[src/rtl/sec_cfg_pkg.sv]
package sec_cfg_pkg;
  typedef enum logic [1:0] {
    BIT_RO0    = 2'd0,
    BIT_RO1    = 2'd1,
    BIT_STICKY = 2'd2
  } bit_mode_e;

  localparam int unsigned FIELD_W   = 3;
  localparam int unsigned IDX_LOCK  = 0;
  localparam int unsigned IDX_ALLOW = 1;
  localparam int unsigned IDX_BYP   = 2;
endpackage

[src/rtl/sec_cfg_sticky_bit.sv]
module sec_cfg_sticky_bit #(
  parameter sec_cfg_pkg::bit_mode_e MODE = sec_cfg_pkg::BIT_STICKY
) (
  input  logic clk_i,
  input  logic rst_ni,
  input  logic clr_i,
  input  logic set_i,
  output logic q_o
);
  localparam logic RST_VAL = (MODE == sec_cfg_pkg::BIT_RO1);

  logic q_q, nxt;

  generate
    if (MODE == sec_cfg_pkg::BIT_STICKY) begin : g_sticky
      assign nxt = q_q | set_i;
    end else begin : g_tied
      logic unused_set;
      assign unused_set = set_i;
      assign nxt        = RST_VAL;
    end
  endgenerate

  always_ff @(posedge clk_i or negedge rst_ni) begin
    if (!rst_ni)    q_q <= RST_VAL;
    else if (clr_i) q_q <= RST_VAL;
    else            q_q <= nxt;
  end

  assign q_o = q_q;
endmodule

[src/rtl/sec_cfg_bypass_bit.sv]
module sec_cfg_bypass_bit #(
  parameter bit WRITABLE = 1'b1
) (
  input  logic clk_i,
  input  logic rst_ni,
  input  logic clr_i,
  input  logic we_i,
  input  logic wd_i,
  input  logic any_lock_i,
  output logic q_o
);
  logic q_q, freeze_q, lock_now, blocked, nxt;

  generate
    if (WRITABLE) begin : g_rw
      assign nxt = wd_i;
    end else begin : g_ro
      logic unused_wd;
      assign unused_wd = wd_i;
      assign nxt       = 1'b0;
    end
  endgenerate

  // a clear bit meeting a lock freezes until PMP reset
  assign lock_now = ~q_q & any_lock_i;
  assign blocked  = freeze_q | lock_now;

  always_ff @(posedge clk_i or negedge rst_ni) begin
    if (!rst_ni) begin
      q_q      <= 1'b0;
      freeze_q <= 1'b0;
    end else if (clr_i) begin
      q_q      <= 1'b0;
      freeze_q <= 1'b0;
    end else begin
      if (lock_now)            freeze_q <= 1'b1;
      if (we_i && !blocked)    q_q      <= nxt;
    end
  end

  assign q_o = q_q;
endmodule

[src/rtl/sec_cfg_decode.sv]
module sec_cfg_decode #(
  parameter int unsigned XLEN    = 32,
  parameter int unsigned ADDR_W  = 12,
  parameter logic [ADDR_W-1:0] ADDR_LO = 12'h747,
  parameter logic [ADDR_W-1:0] ADDR_HI = 12'h757
) (
  input  logic [ADDR_W-1:0]               addr_i,
  input  logic                            we_i,
  input  logic [sec_cfg_pkg::FIELD_W-1:0] fields_i,
  output logic                            lo_we_o,
  output logic                            hit_o,
  output logic [XLEN-1:0]                 rdata_o
);
  localparam bit HAS_HI = (XLEN == 32);

  logic lo_match, hi_match;

  assign lo_match = (addr_i == ADDR_LO);
  assign hi_match = HAS_HI && (addr_i == ADDR_HI);
  assign hit_o    = lo_match | hi_match;
  assign lo_we_o  = we_i & lo_match;

  always_comb begin
    rdata_o = '0;
    if (lo_match) rdata_o[sec_cfg_pkg::FIELD_W-1:0] = fields_i;
  end
endmodule

[src/rtl/sec_cfg_csr.sv]
module sec_cfg_csr #(
  parameter int unsigned XLEN = 32,
  parameter int unsigned ADDR_W = 12,
  parameter logic [ADDR_W-1:0] ADDR_LO = 12'h747,
  parameter logic [ADDR_W-1:0] ADDR_HI = 12'h757,
  parameter sec_cfg_pkg::bit_mode_e LOCKDOWN_MODE = sec_cfg_pkg::BIT_STICKY,
  parameter sec_cfg_pkg::bit_mode_e ALLOW_MODE    = sec_cfg_pkg::BIT_STICKY,
  parameter bit BYPASS_WRITABLE = 1'b1
) (
  input  logic            clk_i,
  input  logic            rst_ni,
  input  logic            pmp_rst_i,
  input  logic [ADDR_W-1:0] csr_addr_i,
  input  logic            csr_we_i,
  input  logic [XLEN-1:0] csr_wdata_i,
  output logic [XLEN-1:0] csr_rdata_o,
  output logic            csr_hit_o,
  input  logic            any_lock_i,
  output logic            lockdown_o,
  output logic            allowlist_o,
  output logic            bypass_o
);
  import sec_cfg_pkg::*;

  logic               lo_we;
  logic [FIELD_W-1:0] fields;
  logic               unused_rsvd;

  // reserved write bits are dropped
  assign unused_rsvd = ^csr_wdata_i[XLEN-1:FIELD_W];

  sec_cfg_decode #(
    .XLEN(XLEN), .ADDR_W(ADDR_W), .ADDR_LO(ADDR_LO), .ADDR_HI(ADDR_HI)
  ) u_dec (
    .addr_i  (csr_addr_i),
    .we_i    (csr_we_i),
    .fields_i(fields),
    .lo_we_o (lo_we),
    .hit_o   (csr_hit_o),
    .rdata_o (csr_rdata_o)
  );

  sec_cfg_sticky_bit #(.MODE(LOCKDOWN_MODE)) u_lock (
    .clk_i (clk_i),
    .rst_ni(rst_ni),
    .clr_i (pmp_rst_i),
    .set_i (lo_we & csr_wdata_i[IDX_LOCK]),
    .q_o   (fields[IDX_LOCK])
  );

  sec_cfg_sticky_bit #(.MODE(ALLOW_MODE)) u_allow (
    .clk_i (clk_i),
    .rst_ni(rst_ni),
    .clr_i (pmp_rst_i),
    .set_i (lo_we & csr_wdata_i[IDX_ALLOW]),
    .q_o   (fields[IDX_ALLOW])
  );

  sec_cfg_bypass_bit #(.WRITABLE(BYPASS_WRITABLE)) u_byp (
    .clk_i     (clk_i),
    .rst_ni    (rst_ni),
    .clr_i     (pmp_rst_i),
    .we_i      (lo_we),
    .wd_i      (csr_wdata_i[IDX_BYP]),
    .any_lock_i(any_lock_i),
    .q_o       (fields[IDX_BYP])
  );

  assign lockdown_o  = fields[IDX_LOCK];
  assign allowlist_o = fields[IDX_ALLOW];
  assign bypass_o    = fields[IDX_BYP];
endmodule

[config.mk]
export PLATFORM = sky130hd
export DESIGN_NAME = sec_cfg_csr
export DESIGN_NICKNAME = d
export VERILOG_FILES = /design/src/rtl/sec_cfg_pkg.sv /design/src/rtl/sec_cfg_sticky_bit.sv /design/src/rtl/sec_cfg_bypass_bit.sv /design/src/rtl/sec_cfg_decode.sv /design/src/rtl/sec_cfg_csr.sv
export SDC_FILE = /design/constraint.sdc
export NUM_CORES = 1
export LEC_CHECK = 0
export ABC_CLOCK_PERIOD_IN_PS = 1900
export BUFFER_PORTS_ARGS = -buffer_cell sky130_fd_sc_hd__buf_2
export CAP_MARGIN = 20
export CELL_PAD_IN_SITES_DETAIL_PLACEMENT = 0
export CELL_PAD_IN_SITES_GLOBAL_PLACEMENT = 1
export CORE_ASPECT_RATIO = 1.1
export CORE_MARGIN = 5
export CORE_UTILIZATION = 15
export CTS_BUF_LIST = sky130_fd_sc_hd__clkbuf_8
export CTS_CLUSTER_SIZE = 24
export DETAILED_ROUTE_END_ITERATION = 8
export PLACE_DENSITY_LB_ADDON = 0.1
export SYNTH_ARGS = -nofsm -noshare
export SYNTH_HDL_FRONTEND = slang
export SYNTH_SLANG_ARGS = --single-unit
[constraint.sdc]
create_clock -name clk_i -period 1.9 [get_ports clk_i]
set_clock_uncertainty 0.05 [all_clocks]
set_input_delay 0.38 -clock clk_i [delete_from_list [all_inputs] [get_ports clk_i]]
set_output_delay 0.38 -clock clk_i [all_outputs]
set_load 0.005 [all_outputs]
==> flow_summary.toml <==
[logic_synthesis]
postSynthCellCount = 54
ys_ff_latch = 4
synthTopCellsByArea = "buf_4, dfrtp_1, and2_2"
synthArstFlopShare_pct = 100
synthFlopType = "dfrtp_1"
synth_edf_count = 0
ys_top_cells_by_count = "buf_4, dfrtp_1, and2_2, nor2_1"
synth_top_area_share_pct = 47.0
yosysMostFrequentCell = "buf_4"
yosys.area.top_type = "buf_4"
synth_warnings = 0
postSynthAreaPerCell_um2 = 8.57
ys_seq_area_share_pct = 21.6
yosysUniqueCellTypes = 17
syn_area_um2 = 463

[worst_setup_path]
worst_path_max_delay_cell = "or3b_4"
r2r-start = "u_byp.q_o"
critPathCapture = "csr_rdata_o[0]"
reg2reg_depth = 4
cp-startpoint = "csr_addr_i[4]"
cp-start-kind = "input port"
r2r-end = "u_byp.q_o"
path_cells = "buf_6 -> or3b_4 -> nor4_4 -> and2_4 -> buf_6"
critical_path.max_fanout = 5
worstSetupPathType = "in -> out"
crit_required_ps = 1470
max_stage_delay_ps = 390
path_common_cell = "buf_6"
cp-end-kind = "output pin"
r2r_slack_ps = 850
worstPathArrival_ps = 1510

[timing]
timing.final.crit_share_pct = 102
timing.fmax_mhz = 514
finalHoldViolCount = 0
rsz0062_at_grt = "yes"
period_minus_slack_ps = 1940
setup_ws_ps = -43.8
finalSetupTns_ps = -129
drv_slew = 0
setup_viol = 3

[pwr]
p_leak_uw = 0.000363
power_uw = 314
power_density_mw_per_mm2 = 488
ir_drop_uv = 157

[die]
fp-row-count = 21
dieWidth_um = 63.0
initial_core_util_pct = 15.3
io_pins = 85
coreArea_mm2 = 0.00302
dieArea_mm2 = 0.00430
dieHeight_um = 68.3

[final_layout]
final_nets = 138
num-fill-cells = 351
fin_cells = 121
post-route-util_pct = 21.2
layout-drive-gt1-share_pct = 46.0
syn2layout_area_growth_pct = 38.6
antennaDiodeCount = 0

[drt]
m1WireLength_um = 313
drc = 0
drtPass1Iterations = 2
drt_iter0_drc = 3
wl_met2_um = 549
via_per_inst = 3.25
routed_wirelength_um = 1120
topRoutingLayerUsed = "met4"
drt-wirelength-per-cell_um = 9.23
dr_wl_met3_um = 241
postRouteAntennaNets = 0
routed-via-count = 393

[clock_tree]
clk_pin_slew_ps = 30
h-tree-depth = 1
cts_buffers = 3
clock_sinks = 4
clk_latency_ps = 210
cts_buffer_depth = 2
cts_tree = "done"
cts_root_buffer = "clkbuf_8"

[global_route]
grt_pass1_vias = 332
grt_max_degree = 6
grt_pass1_wl_um = 1520
grt_antenna_before_repair = 0
grt_overflow = 0
grt.total_usage_pct = 4.92

[hold_path]
hold_depth = 2
hold_path.class = "in -> reg"

[place]
preCtsSetupSlack_ps = -83.5
io_buffers = 26
dp.cells = 115
dp_hpwl_um = 976
gp_congestion = 0.605

[run]
cap_viol_max_count = 0

[run_status]
violations = "negative setup slack"
outcome = "complete, but fails checks"
## through the flow
step / area (um2) / hold slack, ps
finish: 642 / 314
global route: 642 / 330
CTS: 636 / 320
detailed placement: 538 / 140
global placement: 538 / 141
floorplan: 568 / 34.4
## sequential cells by signal, summed over array words and instances (netlist names)
name / flops
u_lock.q_o: 1
u_allow.q_o: 1
u_byp.freeze_q: 1
u_byp.q_o: 1
## layer usage
metal	track usage (%)	up-vias
li1	-	186
met1	4.70	171
met2	6.92	34
met3	3.94	2
met4	3.98	0
met5	0	-
## worst min-delay path by stage
stage	from	endpoint	slack [ps]
global placement	rst_ni	u_lock.q_o	140
CTS	pmp_rst_i	u_byp.q_o	320
detailed placement	rst_ni	u_lock.q_o	140
finish	pmp_rst_i	u_byp.q_o	310
global route	pmp_rst_i	u_allow.q_o	330
floorplan	rst_ni	u_allow.q_o	30
## report_power, final
part | switching [uW] | total [uW] | internal [uW]
clock | 40.4 | 175 | 135
combinational | 28.1 | 50.7 | 22.6
sequential | 0.397 | 87.7 | 87.3
## repair_timing
item	CTS	global route
hold endpoints to repair	4	0
resized for setup	8	1
hold buffers	1	0
pin swaps	5	1
buffers inserted	2	0
endpoints found under the setup margin	3	3
## area by class of cell
cell class                      instances  area (um2)  area share [%]
Multi-Input combinational cell         48         253            39.4
Timing Repair Buffer                   31         201            31.4
Sequential cell                         4         100            15.6
Tap cell                               34        42.5            6.63
Clock buffer                            3        41.3            6.43
Inverter                                1        3.75           0.585
## placed cells by master (no fill, tap or decap), drive strengths merged, types with 2 or more instances in the layout
| master | netlist | routed |
|---|---|---|
| a31oi | 2 | 2 |
| buf | 29 | 30 |
| nor4 | 2 | 2 |
| a21oi | 2 | 2 |
| or3b | 2 | 2 |
| conb | 1 | 29 |
| nor2 | 3 | 3 |
| clkbuf | 0 | 3 |
| dfrtp | 4 | 4 |
| and2 | 3 | 3 |
## worst max-delay path, delay by kind of cell
| family | cells | cell delay [ps] |
|---|---|---|
| buffers and inverters | 2 | 170 |
| and+or+nand+nor | 3 | 960 |
## cell families after synthesis
kind of cell | count (synthesis) | synth area share, %
compound gates | 5 | 6.76
buf+inv | 30 | 47.8
flops | 4 | 21.6
other cells | 1 | 0.810
simple gates | 14 | 23.0
Note: power is estimated with default switching activity, not from simulation.
